File: config.mk
export PLATFORM = sky130hd
export DESIGN_NAME = dual_edge_capture
export DESIGN_NICKNAME = d
export VERILOG_FILES = /design/src/rtl/cap_pkg.sv /design/src/rtl/cap_sync_edge.sv /design/src/rtl/cap_channel.sv /design/src/rtl/cap_dma_arb.sv /design/src/rtl/dual_edge_capture.sv
export SDC_FILE = /design/constraint.sdc
export NUM_CORES = 1
export LEC_CHECK = 0
export ABC_CLOCK_PERIOD_IN_PS = 2130
export BUFFER_PORTS_ARGS = -buffer_cell sky130_fd_sc_hd__buf_2
export CAP_MARGIN = 20
export CORE_AREA = 2 2 150 152
export DETAILED_ROUTE_END_ITERATION = 8
export DIE_AREA = 0 0 152 154
export PLACE_DENSITY_LB_ADDON = 0.3
export SETUP_SLACK_MARGIN = 0.02
export SKIP_LAST_GASP = 1
export SYNTH_ARGS = -nofsm -noshare
export SYNTH_HDL_FRONTEND = slang
export SYNTH_HIERARCHICAL = 1
export SYNTH_SLANG_ARGS = --single-unit
File: constraint.sdc
create_clock -name clk -period 2.13 [get_ports clk]
set_input_delay 0.1065 -clock clk [delete_from_list [all_inputs] [get_ports clk]]
set_output_delay 0.1065 -clock clk [all_outputs]
set_load 0.02 [all_outputs]
File: src/rtl/cap_pkg.sv
package cap_pkg;
   localparam int IE_RISE_BIT  = 0;
   localparam int IE_FALL_BIT  = 1;
   localparam int FL_RISE_BIT  = 1;
   localparam int FL_FALL_BIT  = 2;
   localparam int DMA_RISE_BIT = 4;
   localparam int DMA_FALL_BIT = 5;
   localparam int ORDER_BIT    = 12;

   typedef enum logic [1:0] {
      SEL_CTRL = 2'd0,
      SEL_FLAG = 2'd1,
      SEL_RISE = 2'd2,
      SEL_FALL = 2'd3
   } reg_sel_e;

   typedef struct packed {
      logic order_rise;
      logic dma_fall;
      logic dma_rise;
      logic ie_fall;
      logic ie_rise;
   } cap_ctrl_t;
endpackage

File: src/rtl/cap_sync_edge.sv
module cap_sync_edge #(
   parameter int STAGES = 2
) (
   input  logic clk,
   input  logic rst_n,
   input  logic din,
   output logic rise_p,
   output logic fall_p
);
   generate
      if (STAGES < 2) begin : g_bad_stages
         initial $error("cap_sync_edge: STAGES must be at least 2");
      end
   endgenerate

   logic [STAGES-1:0] sync_q;
   logic              prev_q;

   always_ff @(posedge clk or negedge rst_n) begin
      if (!rst_n) begin
         sync_q <= '0;
         prev_q <= 1'b0;
      end else begin
         sync_q <= {sync_q[STAGES-2:0], din};
         prev_q <= sync_q[STAGES-1];
      end
   end

   assign rise_p = sync_q[STAGES-1] & ~prev_q;
   assign fall_p = ~sync_q[STAGES-1] & prev_q;

   assert_single_rise_R3: assert property (@(posedge clk) disable iff (!rst_n)
      rise_p |=> !rise_p);
   assert_single_fall_R3: assert property (@(posedge clk) disable iff (!rst_n)
      fall_p |=> !fall_p);
endmodule

File: src/rtl/cap_channel.sv
module cap_channel
   import cap_pkg::*;
#(
   parameter int CNT_W = 16
) (
   input  logic             clk,
   input  logic             rst_n,
   input  logic             rise_p,
   input  logic             fall_p,
   input  logic [CNT_W-1:0] count,
   input  logic             wr_ctrl,
   input  cap_ctrl_t        ctrl_in,
   input  logic             wr_flag,
   input  logic             clr_rise,
   input  logic             clr_fall,
   input  logic             pop,
   output cap_ctrl_t        ctrl_q,
   output logic             flag_rise,
   output logic             flag_fall,
   output logic [CNT_W-1:0] rise_val,
   output logic [CNT_W-1:0] fall_val,
   output logic             irq,
   output logic             req_valid,
   output logic [CNT_W-1:0] req_data
);
   logic pend_r, pend_f, armed, both, sel_rise, pop_r, pop_f;

   assign both      = ctrl_q.dma_rise & ctrl_q.dma_fall;
   assign sel_rise  = both ? (ctrl_q.order_rise ? pend_r : ~pend_f) : pend_r;
   assign req_valid = both ? (armed & (pend_r | pend_f)) : (pend_r | pend_f);
   assign req_data  = sel_rise ? rise_val : fall_val;
   assign pop_r     = pop & sel_rise;
   assign pop_f     = pop & ~sel_rise;
   assign irq       = (flag_rise & ctrl_q.ie_rise) | (flag_fall & ctrl_q.ie_fall);

   always_ff @(posedge clk or negedge rst_n) begin
      if (!rst_n) begin
         ctrl_q    <= '0;
         flag_rise <= 1'b0;
         flag_fall <= 1'b0;
         rise_val  <= '0;
         fall_val  <= '0;
         pend_r    <= 1'b0;
         pend_f    <= 1'b0;
         armed     <= 1'b0;
      end else begin
         if (wr_ctrl) ctrl_q <= ctrl_in;
         if (rise_p)  rise_val <= count;
         if (fall_p)  fall_val <= count;
         flag_rise <= rise_p | (flag_rise & ~(wr_flag & clr_rise));
         flag_fall <= fall_p | (flag_fall & ~(wr_flag & clr_fall));
         if (wr_ctrl && !ctrl_in.dma_rise) pend_r <= 1'b0;
         else pend_r <= (rise_p & ctrl_q.dma_rise) | (pend_r & ~pop_r);
         if (wr_ctrl && !ctrl_in.dma_fall) pend_f <= 1'b0;
         else pend_f <= (fall_p & ctrl_q.dma_fall) | (pend_f & ~pop_f);
         if (!both)                armed <= 1'b0;
         else if (pend_r && pend_f) armed <= 1'b1;
         else if (pop)              armed <= 1'b0;
      end
   end

   assert_rise_latch_R1: assert property (@(posedge clk) disable iff (!rst_n)
      rise_p |=> rise_val == $past(count));
   assert_fall_latch_R2: assert property (@(posedge clk) disable iff (!rst_n)
      fall_p |=> fall_val == $past(count));
   assert_flag_sticky_R4: assert property (@(posedge clk) disable iff (!rst_n)
      (flag_rise && !(wr_flag && clr_rise)) |=> flag_rise);
   assert_overwrite_keeps_flag_R8: assert property (@(posedge clk) disable iff (!rst_n)
      (flag_rise && rise_p) |=> flag_rise);
   assert_pair_second_follows_R7: assert property (@(posedge clk) disable iff (!rst_n)
      (both && armed && pend_r && pend_f && pop && !wr_ctrl) |=> req_valid);
   assert_pop_only_valid_R10: assert property (@(posedge clk) disable iff (!rst_n)
      pop |-> req_valid);
endmodule

File: src/rtl/cap_dma_arb.sv
module cap_dma_arb #(
   parameter int NUM_CH = 4,
   parameter int CNT_W  = 16,
   localparam int CH_W  = (NUM_CH > 1) ? $clog2(NUM_CH) : 1
) (
   input  logic                         clk,
   input  logic                         rst_n,
   input  logic [NUM_CH-1:0]            req_valid,
   input  logic [NUM_CH-1:0][CNT_W-1:0] req_data,
   input  logic                         out_ready,
   output logic [NUM_CH-1:0]            pop,
   output logic                         out_valid,
   output logic [CNT_W-1:0]             out_data,
   output logic [CH_W-1:0]              out_chan
);
   logic [CH_W-1:0] win;
   logic            any, load;

   always_comb begin
      win = '0;
      any = 1'b0;
      for (int i = NUM_CH - 1; i >= 0; i--) begin
         if (req_valid[i]) begin
            win = CH_W'(i);
            any = 1'b1;
         end
      end
   end

   assign load = any & (~out_valid | out_ready);

   always_comb begin
      pop = '0;
      if (load) pop[win] = 1'b1;
   end

   always_ff @(posedge clk or negedge rst_n) begin
      if (!rst_n) begin
         out_valid <= 1'b0;
         out_data  <= '0;
         out_chan  <= '0;
      end else if (load) begin
         out_valid <= 1'b1;
         out_data  <= req_data[win];
         out_chan  <= win;
      end else if (out_ready) begin
         out_valid <= 1'b0;
      end
   end

   assert_hold_stable_R9: assert property (@(posedge clk) disable iff (!rst_n)
      (out_valid && !out_ready) |=> (out_valid && $stable(out_data) && $stable(out_chan)));
   assert_one_pop_R10: assert property (@(posedge clk) disable iff (!rst_n)
      $onehot0(pop));
endmodule

File: src/rtl/dual_edge_capture.sv
module dual_edge_capture
   import cap_pkg::*;
#(
   parameter int NUM_CH      = 4,
   parameter int CNT_W       = 16,
   parameter int DATA_W      = 32,
   parameter int SYNC_STAGES = 2,
   localparam int CH_W       = (NUM_CH > 1) ? $clog2(NUM_CH) : 1,
   localparam int ADDR_W     = CH_W + 2
) (
   input  logic              clk,
   input  logic              rst_n,
   input  logic [NUM_CH-1:0] cap_in,
   input  logic              wr_en,
   input  logic [ADDR_W-1:0] wr_addr,
   input  logic [DATA_W-1:0] wr_data,
   input  logic [ADDR_W-1:0] rd_addr,
   output logic [DATA_W-1:0] rd_data,
   output logic [NUM_CH-1:0] irq,
   output logic              dma_valid,
   input  logic              dma_ready,
   output logic [CNT_W-1:0]  dma_data,
   output logic [CH_W-1:0]   dma_chan
);
   generate
      if (DATA_W <= ORDER_BIT || CNT_W > DATA_W || NUM_CH < 1) begin : g_bad_params
         initial $error("dual_edge_capture: DATA_W must exceed ORDER_BIT and hold CNT_W");
      end
   endgenerate

   logic [CNT_W-1:0]             count;
   logic [NUM_CH-1:0][CNT_W-1:0] rise_val, fall_val, req_data;
   logic [NUM_CH-1:0]            req_valid, pop, flag_rise, flag_fall;
   cap_ctrl_t                    ctrl_q [NUM_CH];
   cap_ctrl_t                    ctrl_in;
   logic                         unused_wdata;

   assign unused_wdata = ^wr_data;
   assign ctrl_in = '{order_rise: wr_data[ORDER_BIT], dma_fall: wr_data[DMA_FALL_BIT],
                      dma_rise: wr_data[DMA_RISE_BIT], ie_fall: wr_data[IE_FALL_BIT],
                      ie_rise: wr_data[IE_RISE_BIT]};

   always_ff @(posedge clk or negedge rst_n) begin
      if (!rst_n) count <= '0;
      else        count <= count + 1'b1;
   end

   for (genvar c = 0; c < NUM_CH; c++) begin : g_ch
      logic rise_p, fall_p, hit;
      assign hit = wr_en && (wr_addr[ADDR_W-1:2] == CH_W'(c));

      cap_sync_edge #(.STAGES(SYNC_STAGES)) i_sync (
         .clk(clk), .rst_n(rst_n), .din(cap_in[c]), .rise_p(rise_p), .fall_p(fall_p));

      cap_channel #(.CNT_W(CNT_W)) i_chan (
         .clk(clk), .rst_n(rst_n), .rise_p(rise_p), .fall_p(fall_p), .count(count),
         .wr_ctrl(hit && wr_addr[1:0] == SEL_CTRL), .ctrl_in(ctrl_in),
         .wr_flag(hit && wr_addr[1:0] == SEL_FLAG),
         .clr_rise(wr_data[FL_RISE_BIT]), .clr_fall(wr_data[FL_FALL_BIT]),
         .pop(pop[c]), .ctrl_q(ctrl_q[c]), .flag_rise(flag_rise[c]), .flag_fall(flag_fall[c]),
         .rise_val(rise_val[c]), .fall_val(fall_val[c]), .irq(irq[c]),
         .req_valid(req_valid[c]), .req_data(req_data[c]));
   end

   cap_dma_arb #(.NUM_CH(NUM_CH), .CNT_W(CNT_W)) i_arb (
      .clk(clk), .rst_n(rst_n), .req_valid(req_valid), .req_data(req_data),
      .out_ready(dma_ready), .pop(pop), .out_valid(dma_valid), .out_data(dma_data),
      .out_chan(dma_chan));

   always_comb begin
      rd_data = '0;
      for (int c = 0; c < NUM_CH; c++) begin
         if (rd_addr[ADDR_W-1:2] == CH_W'(c)) begin
            case (reg_sel_e'(rd_addr[1:0]))
               SEL_CTRL: begin
                  rd_data[IE_RISE_BIT]  = ctrl_q[c].ie_rise;
                  rd_data[IE_FALL_BIT]  = ctrl_q[c].ie_fall;
                  rd_data[DMA_RISE_BIT] = ctrl_q[c].dma_rise;
                  rd_data[DMA_FALL_BIT] = ctrl_q[c].dma_fall;
                  rd_data[ORDER_BIT]    = ctrl_q[c].order_rise;
               end
               SEL_FLAG: begin
                  rd_data[FL_RISE_BIT] = flag_rise[c];
                  rd_data[FL_FALL_BIT] = flag_fall[c];
               end
               SEL_RISE: rd_data = DATA_W'(rise_val[c]);
               default:  rd_data = DATA_W'(fall_val[c]);
            endcase
         end
      end
   end

   assert_irq_needs_flag_R5: assert property (@(posedge clk) disable iff (!rst_n)
      $fell(|(flag_rise | flag_fall)) |-> !(|irq));
endmodule

# ---- Yosys cells after proc, flatten, opt, wreduce, memory -nomap -nowiden
# Index checks and enable logic that the tools add are counted.
# W data, S select, Z words.
dict set report totals {
  ff_bits 215
  in_bits 48
  output_inout_bits 55
}
dict set report op_classes {
  add_sub_neg 1
  magnitude_cmp 2
  n_eq_ne 13
  n_mux 87
  n_bitwise 123
  reduce_logical 33
}
# op count
set op_table {}
lappend op_table {{$mux W32} 4}
lappend op_table {{$pmux W19 S2} 3}
lappend op_table {{$mux W16} 5}
lappend op_table {{$and A1 B1 Y1} 65}
lappend op_table {{$pmux W1 S3} 16}
lappend op_table {{$pmux W6 S2} 4}
lappend op_table {{$mux W1} 39}
lappend op_table {{$not A1 Y1} 33}
lappend op_table {{$bmux W16 S2} 1}
lappend op_table {{$logic_and A1 B1 Y1} 25}
lappend op_table {{$or A1 B1 Y1} 25}
lappend op_table {{$pmux W2 S3} 4}
lappend op_table {{$add A16 B1 Y16 const B} 1}
lappend op_table {{$ne A3 B2 Y1 const B} 4}
lappend op_table {{$eq A2 B2 Y1 const B} 5}
lappend op_table {{$eq A2 B1 Y1 const B} 4}
lappend op_table {{$logic_not A2 Y1} 4}
lappend op_table {{$mux W2} 4}
lappend op_table {{$pmux W1 S2} 4}
lappend op_table {{$pmux W3 S2} 1}
lappend op_table {{$mux W4} 1}
lappend op_table {{$lt A2 B3 Y1 const B} 1}
lappend op_table {{$demux W1 S2} 1}
lappend op_table {{$ge A2 B1 Y1 const B} 1}
lappend op_table {{3 further kinds} 4}

# ---- Logic depth before layout (Yosys ltp)
dict set report logic_depth {
  ltp_word 17
  mapped_depth 9
}

# ---- Hierarchy
# The synthesis kept the hierarchy.
# mod instances cells_each area_per_inst_um2
set modules_own_cells {}
lappend modules_own_cells {cap_channel 4 123 1875.5}
lappend modules_own_cells {dual_edge_capture 1 267 2331.0}
lappend modules_own_cells {cap_dma_arb 1 204 1619.1}
lappend modules_own_cells {cap_sync_edge 4 5 90.1}

# ---- Worst setup path before layout
# OpenSTA, ideal clock, no wires.
dict set report synth_timing {
  path_kind {flip-flop to flip-flop}
  from {register, netlist name g_ch[3].i_chan/ctrl_q[2]}
  to {register i_arb.out_data[0]}
  arrival_ps 1899
  setup_slack_ps 149
  path_stages_with_launch 10
  n_path_buf 4
  synth_period_minus_slack_ps 1981
  path_cell_list {dfrtp_1 > nand2_1 > o22a_1 > buf_6 > or4_4 > buf_6 > and2_4 > buf_6 > buf_8 > a31oi_1}
}
dict set report synth_via {
  elab_chain_cells 8
  elab_cells_between_ends 15
  classes_between {mux: 13; bitwise: 2}
}
# element line_no
set synth_lines {}
lappend synth_lines {{$and A1 B1 Y1 *} cap_channel.sv:28} ;# assign both = ctrl_q.dma_rise & ctrl_q.dma_fall;
lappend synth_lines {{$mux W1 *} cap_channel.sv:30} ;# assign req_valid = both ? (armed & (pend_r | pend_f)) : (pend_r | pend_f);
lappend synth_lines {{named net req_valid[3]} dual_edge_capture.sv:33} ;# logic [NUM_CH-1:0] req_valid, pop, flag_rise, flag_fall;
lappend synth_lines {{$mux W2 (4 in series)} cap_dma_arb.sv:23} ;# if (req_valid[i]) begin
lappend synth_lines {{$bmux W16 S2} cap_dma_arb.sv:44} ;# out_data <= req_data[win];
lappend synth_lines {{$mux W16 (not written as such)} cap_dma_arb.sv:44}
lappend synth_lines {{end signal: assignment} cap_dma_arb.sv:44}
lappend synth_lines {{end: declaration} cap_dma_arb.sv:13} ;# output logic [CNT_W-1:0] out_data,
# The timed path passes the listed nets; every way through them passes the cells marked *. The select of a mux whose other input is x is not followed.
# A chain may end at the register's enable or synchronous reset.

# ---- Worst setup path after layout
dict set report layout_timing {
  from {register, netlist name g_ch[3].i_chan/ctrl_q[2]}
  to {output port rd_data[4]}
}
dict set report layout_via {
  elab_chain_cells 2
}
# element line_no
set layout_lines {}
lappend layout_lines {{$pmux W2 S3} dual_edge_capture.sv:74} ;# case (reg_sel_e'(rd_addr[1:0]))
lappend layout_lines {{$mux W32} dual_edge_capture.sv:73} ;# if (rd_addr[ADDR_W-1:2] == CH_W'(c)) begin
lappend layout_lines {{end: declaration} dual_edge_capture.sv:18} ;# output logic [DATA_W-1:0] rd_data,
# Every way passes these cells.

==> run metrics <==
hold depth=5; post-DR vias/cell=between 6 and 7; Area Growth Syn to Fin=15.1%; Hold WS=approximately 0.11 ns; reg2reg end=i_arb/out_data[15]$_DFFE_PN0P_; Logic pwr share=about 33%; area occupied by registers=~0.0054 mm²; Cell variety after synth=64; Clock Path Buffers=3; DR iter-0 viols=just under 600; first-pass GRT wire length=48200 µm; Hold Crit Start=wr_en; die width=roughly 150 µm; Int Pwr=8.91 mW; multi-input combinational cell area=about 0.0059 mm²; clk slew on worst S/H paths=0.06 ns; Nets=roughly 1100; vias in the first global route=8438; Synth area leaders=dfrtp_1 (46%), mux2_2 (17%), mux2_4 (5.1%); Setup Skew=around 0.019 ns; fin area=about 0.014 mm²; worst hold endpoint=g_ch[1].i_chan/flag_fall$_DFF_PN0_; register area share after synthesis=between 40% and 50%; Crit path top cell by count=buf_6; Async SR Flop Fraction=100%; Critical Path, Cell by Cell=buf_6 -> mux2i_1 -> o21ai_1 -> mux4_2 -> buf_6; critical-path maximum fanout=5; CTS tree=done; area post-placement=about 0.013 mm²; clock power share=roughly 31%; final RePlAce weighted congestion=slightly below 0.9; CP Data Required Time=just over 2 ns; Layout Utilization=between 60% and 70%; Port Buffer Count=60; largest net degree at the start of global routing=74; # Max-Cap Violations=0; proportion of layout cells with a drive suffix above 1=about two fifths; # IOs=slightly above 100; initial antenna violation count=0; number of synthesized flops with an enable pin=0; minimum clock period=about 2.1 ns; Syn Inst Count=between 900 and 1000; final antenna-violating net count=0; die area=between 0.02 and 0.025 mm²; H-tree levels=1; routed via count=between 8000 and 9000; pre-CTS setup slack=about 0.11 ns; Filler cells=1729; Slew HR=55.6%; fin. max-slew vios=0; WL final=30900 µm; All-Layer GR Usage=between 20% and 30%; switching power=4.40 mW; Tcrit/Tclk final=a little over nine tenths; Final WS setup=~0.063 ns; critical path launch point type=register; Yosys top cell by area=dfrtp_1; yosys warns=6; unrepaired setup endpoints after global routing=true; reg2reg path depth=8; DIE HEIGHT=roughly 150 µm; most frequent cells in the layout=dfrtp_1 (210), mux2_2 (176), buf_2 (57), nand2_1 (50), buf_4 (49); reg-to-reg setup timing slack=roughly 0.070 ns; drt drc=0; Starting Density=a little over half; leakage=a little over 6 nW; f_max=around 0.48 GHz; Max VDD drop=670 µV; CTS Buf Count=24; WP data arrival=a little under 2 ns; area of the mapped netlist=between 0.01 and 0.015 mm²; leading cell type in the layout, fill and taps excluded=dfrtp_1; Rows=54; syn_area_per_cell=between 10 and 15 µm²; hpwl dp=~20000 µm; WL/cell=~23 µm; Flop pwr share=around 37%; R2R Path Start=g_ch[1].i_chan/ctrl_q[3]$_DFFE_PN0P_; First-pass DRT Iterations=5; total gr overflow=0; worst skew pair latency=0.52 ns; crit-path max cell delay=approximately 0.50 ns; top_reg_cell synth=dfrtp_1; CP Class=reg2out; # clock sinks=215; CORE AREA=~0.022 mm²; outcome=finished clean; CP Capture Type=primary output; Root Driver=clkbuf_16; Final setup viols=0; # diodes=0; post-synth top area share=between 40% and 50%; #FFs+latches synth=about 220; Pwr Density=about 980 mW/mm²; switching part of the total=33.0%; Hold Path Class=in2reg; number of hold violations in the final report=0; Crit-path slowest cell=mux4_2; Slew @ Worst Pin=0.665 ns
==> through the flow <==
step | cells | setup TNS [ns] | power, mW
global placement | 1319 | 0 | 9.10
global route | 1375 | -0.0227 | 13.8
CTS | 1375 | 0 | 13.3
finish | 1375 | 0 | 13.3
detailed placement | 1319 | 0 | 9.17
floorplan | 998 | 0 | 7.68
==> cells by family after synthesis <==
family	Yosys count	share of synthesized area, %
adders and majority gates	1	0.106
AOI/OAI and AO/OA	188	10.7
muxes	269	27.2
DFF	215	45.5
and+or+nand+nor	188	9.80
buffers and inverters	107	5.55
xor gates and xnor gates	14	1.04
other	1	0.0317
==> per-layer routing <==
layer | wire length, µm | track usage, %
met5 | 0 | 0
met4 | 905 | 8.99
met3 | 1940 | 4.45
met2 | 14700 | 42.8
met1 | 13400 | 36.2
==> power groups by stage <==
stage               Sequential (mW)  Combinational (mW)  Clock (mW)
floorplan                      5.01                2.67           0
global placement               4.94                4.16           0
detailed placement             4.95                4.22           0
CTS                            4.88                4.28        4.12
global route                   4.94                4.55        4.30
finish                         4.90                4.35        4.06
==> sequential cells by signal, summed over array words and instances, names as in the netlist <==
signal / cells
g_ch.i_sync/prev_q: 4
g_ch.i_chan/flag_rise: 4
g_ch.i_chan/flag_fall: 4
count: 16
i_arb/out_valid: 1
g_ch.i_chan/ctrl_q: 20
g_ch.i_chan/fall_val: 64
i_arb/out_chan: 2
i_arb/out_data: 16
g_ch.i_chan/pend_r: 4
g_ch.i_chan/rise_val: 64
g_ch.i_chan/pend_f: 4
g_ch.i_sync/sync_q: 8
g_ch.i_chan/armed: 4
==> synth_stat cells, types with 6 or more instances <==
cell type and instances:
dfrtp_1 215, mux2_2 176, nand2_1 50, a21oi_1 46
mux2i_1 44, mux2_4 40, nor2b_1 35, o21ai_0 34
clkbuf_1 27, inv_1 23, buf_2 22, buf_4 20
a22o_1 19, nand3b_1 18, and3b_1 17, a31oi_1 15
nor2_1 14, buf_6 10, a211oi_1 9, a21o_1 9
nand3_1 9, o2bb2ai_1 9, a22oi_1 8, o22ai_1 8
xnor2_1 8, mux4_2 7, nor3_1 6, o21ai_1 6
xor2_1 6
==> layout make-up <==
cell class	instances	share of cell area [%]
multi-input cells	676	43.1
flip-flops and latches	215	39.6
repair buffers	140	8.43
clock buffers	35	5.24
well taps	280	2.58
inverters	23	0.635
clock inverters	6	0.432
==> worst max-delay path by stage <==
stage / start / to / slack, ns / cells after the start
2_1_floorplan: g_ch[3].i_chan/ctrl_q[2]$_DFFE_PN0P_ / i_arb/out_data[0]$_DFFE_PN0P_ / 0.15 / 9
3_3_place_gp: g_ch[0].i_chan/ctrl_q[3]$_DFFE_PN0P_ / i_arb/out_data[0]$_DFFE_PN0P_ / 0.17 / 7
3_5_place_dp: g_ch[0].i_chan/ctrl_q[3]$_DFFE_PN0P_ / i_arb/out_data[2]$_DFFE_PN0P_ / 0.11 / 7
4_1_cts: g_ch[3].i_chan/ctrl_q[2]$_DFFE_PN0P_ / rd_data[4] / 0.03 / 5
5_1_grt: g_ch[0].i_chan/ctrl_q[4]$_DFFE_PN0P_ / i_arb/out_data[15]$_DFFE_PN0P_ / -0.02 / 7
6_report: g_ch[3].i_chan/ctrl_q[2]$_DFFE_PN0P_ / rd_data[4] / 0.06 / 5
==> critical path: cells and delay by family (launching register included) <==
family	cells	cell delay, ns
AO/OA/AOI/OAI	1	0.07
buffers and inverters	2	0.29
flip-flops	1	0.44
multiplexers	2	0.63
==> what timing repair did <==
action                     in CTS  in global routing
setup endpoints to repair       3                 10
buffers inserted                2                  0
resized for setup               4                 14
hold endpoints to repair      108                  0
hold buffers                   13                  0
Note: power is estimated with default switching activity, not from simulation.
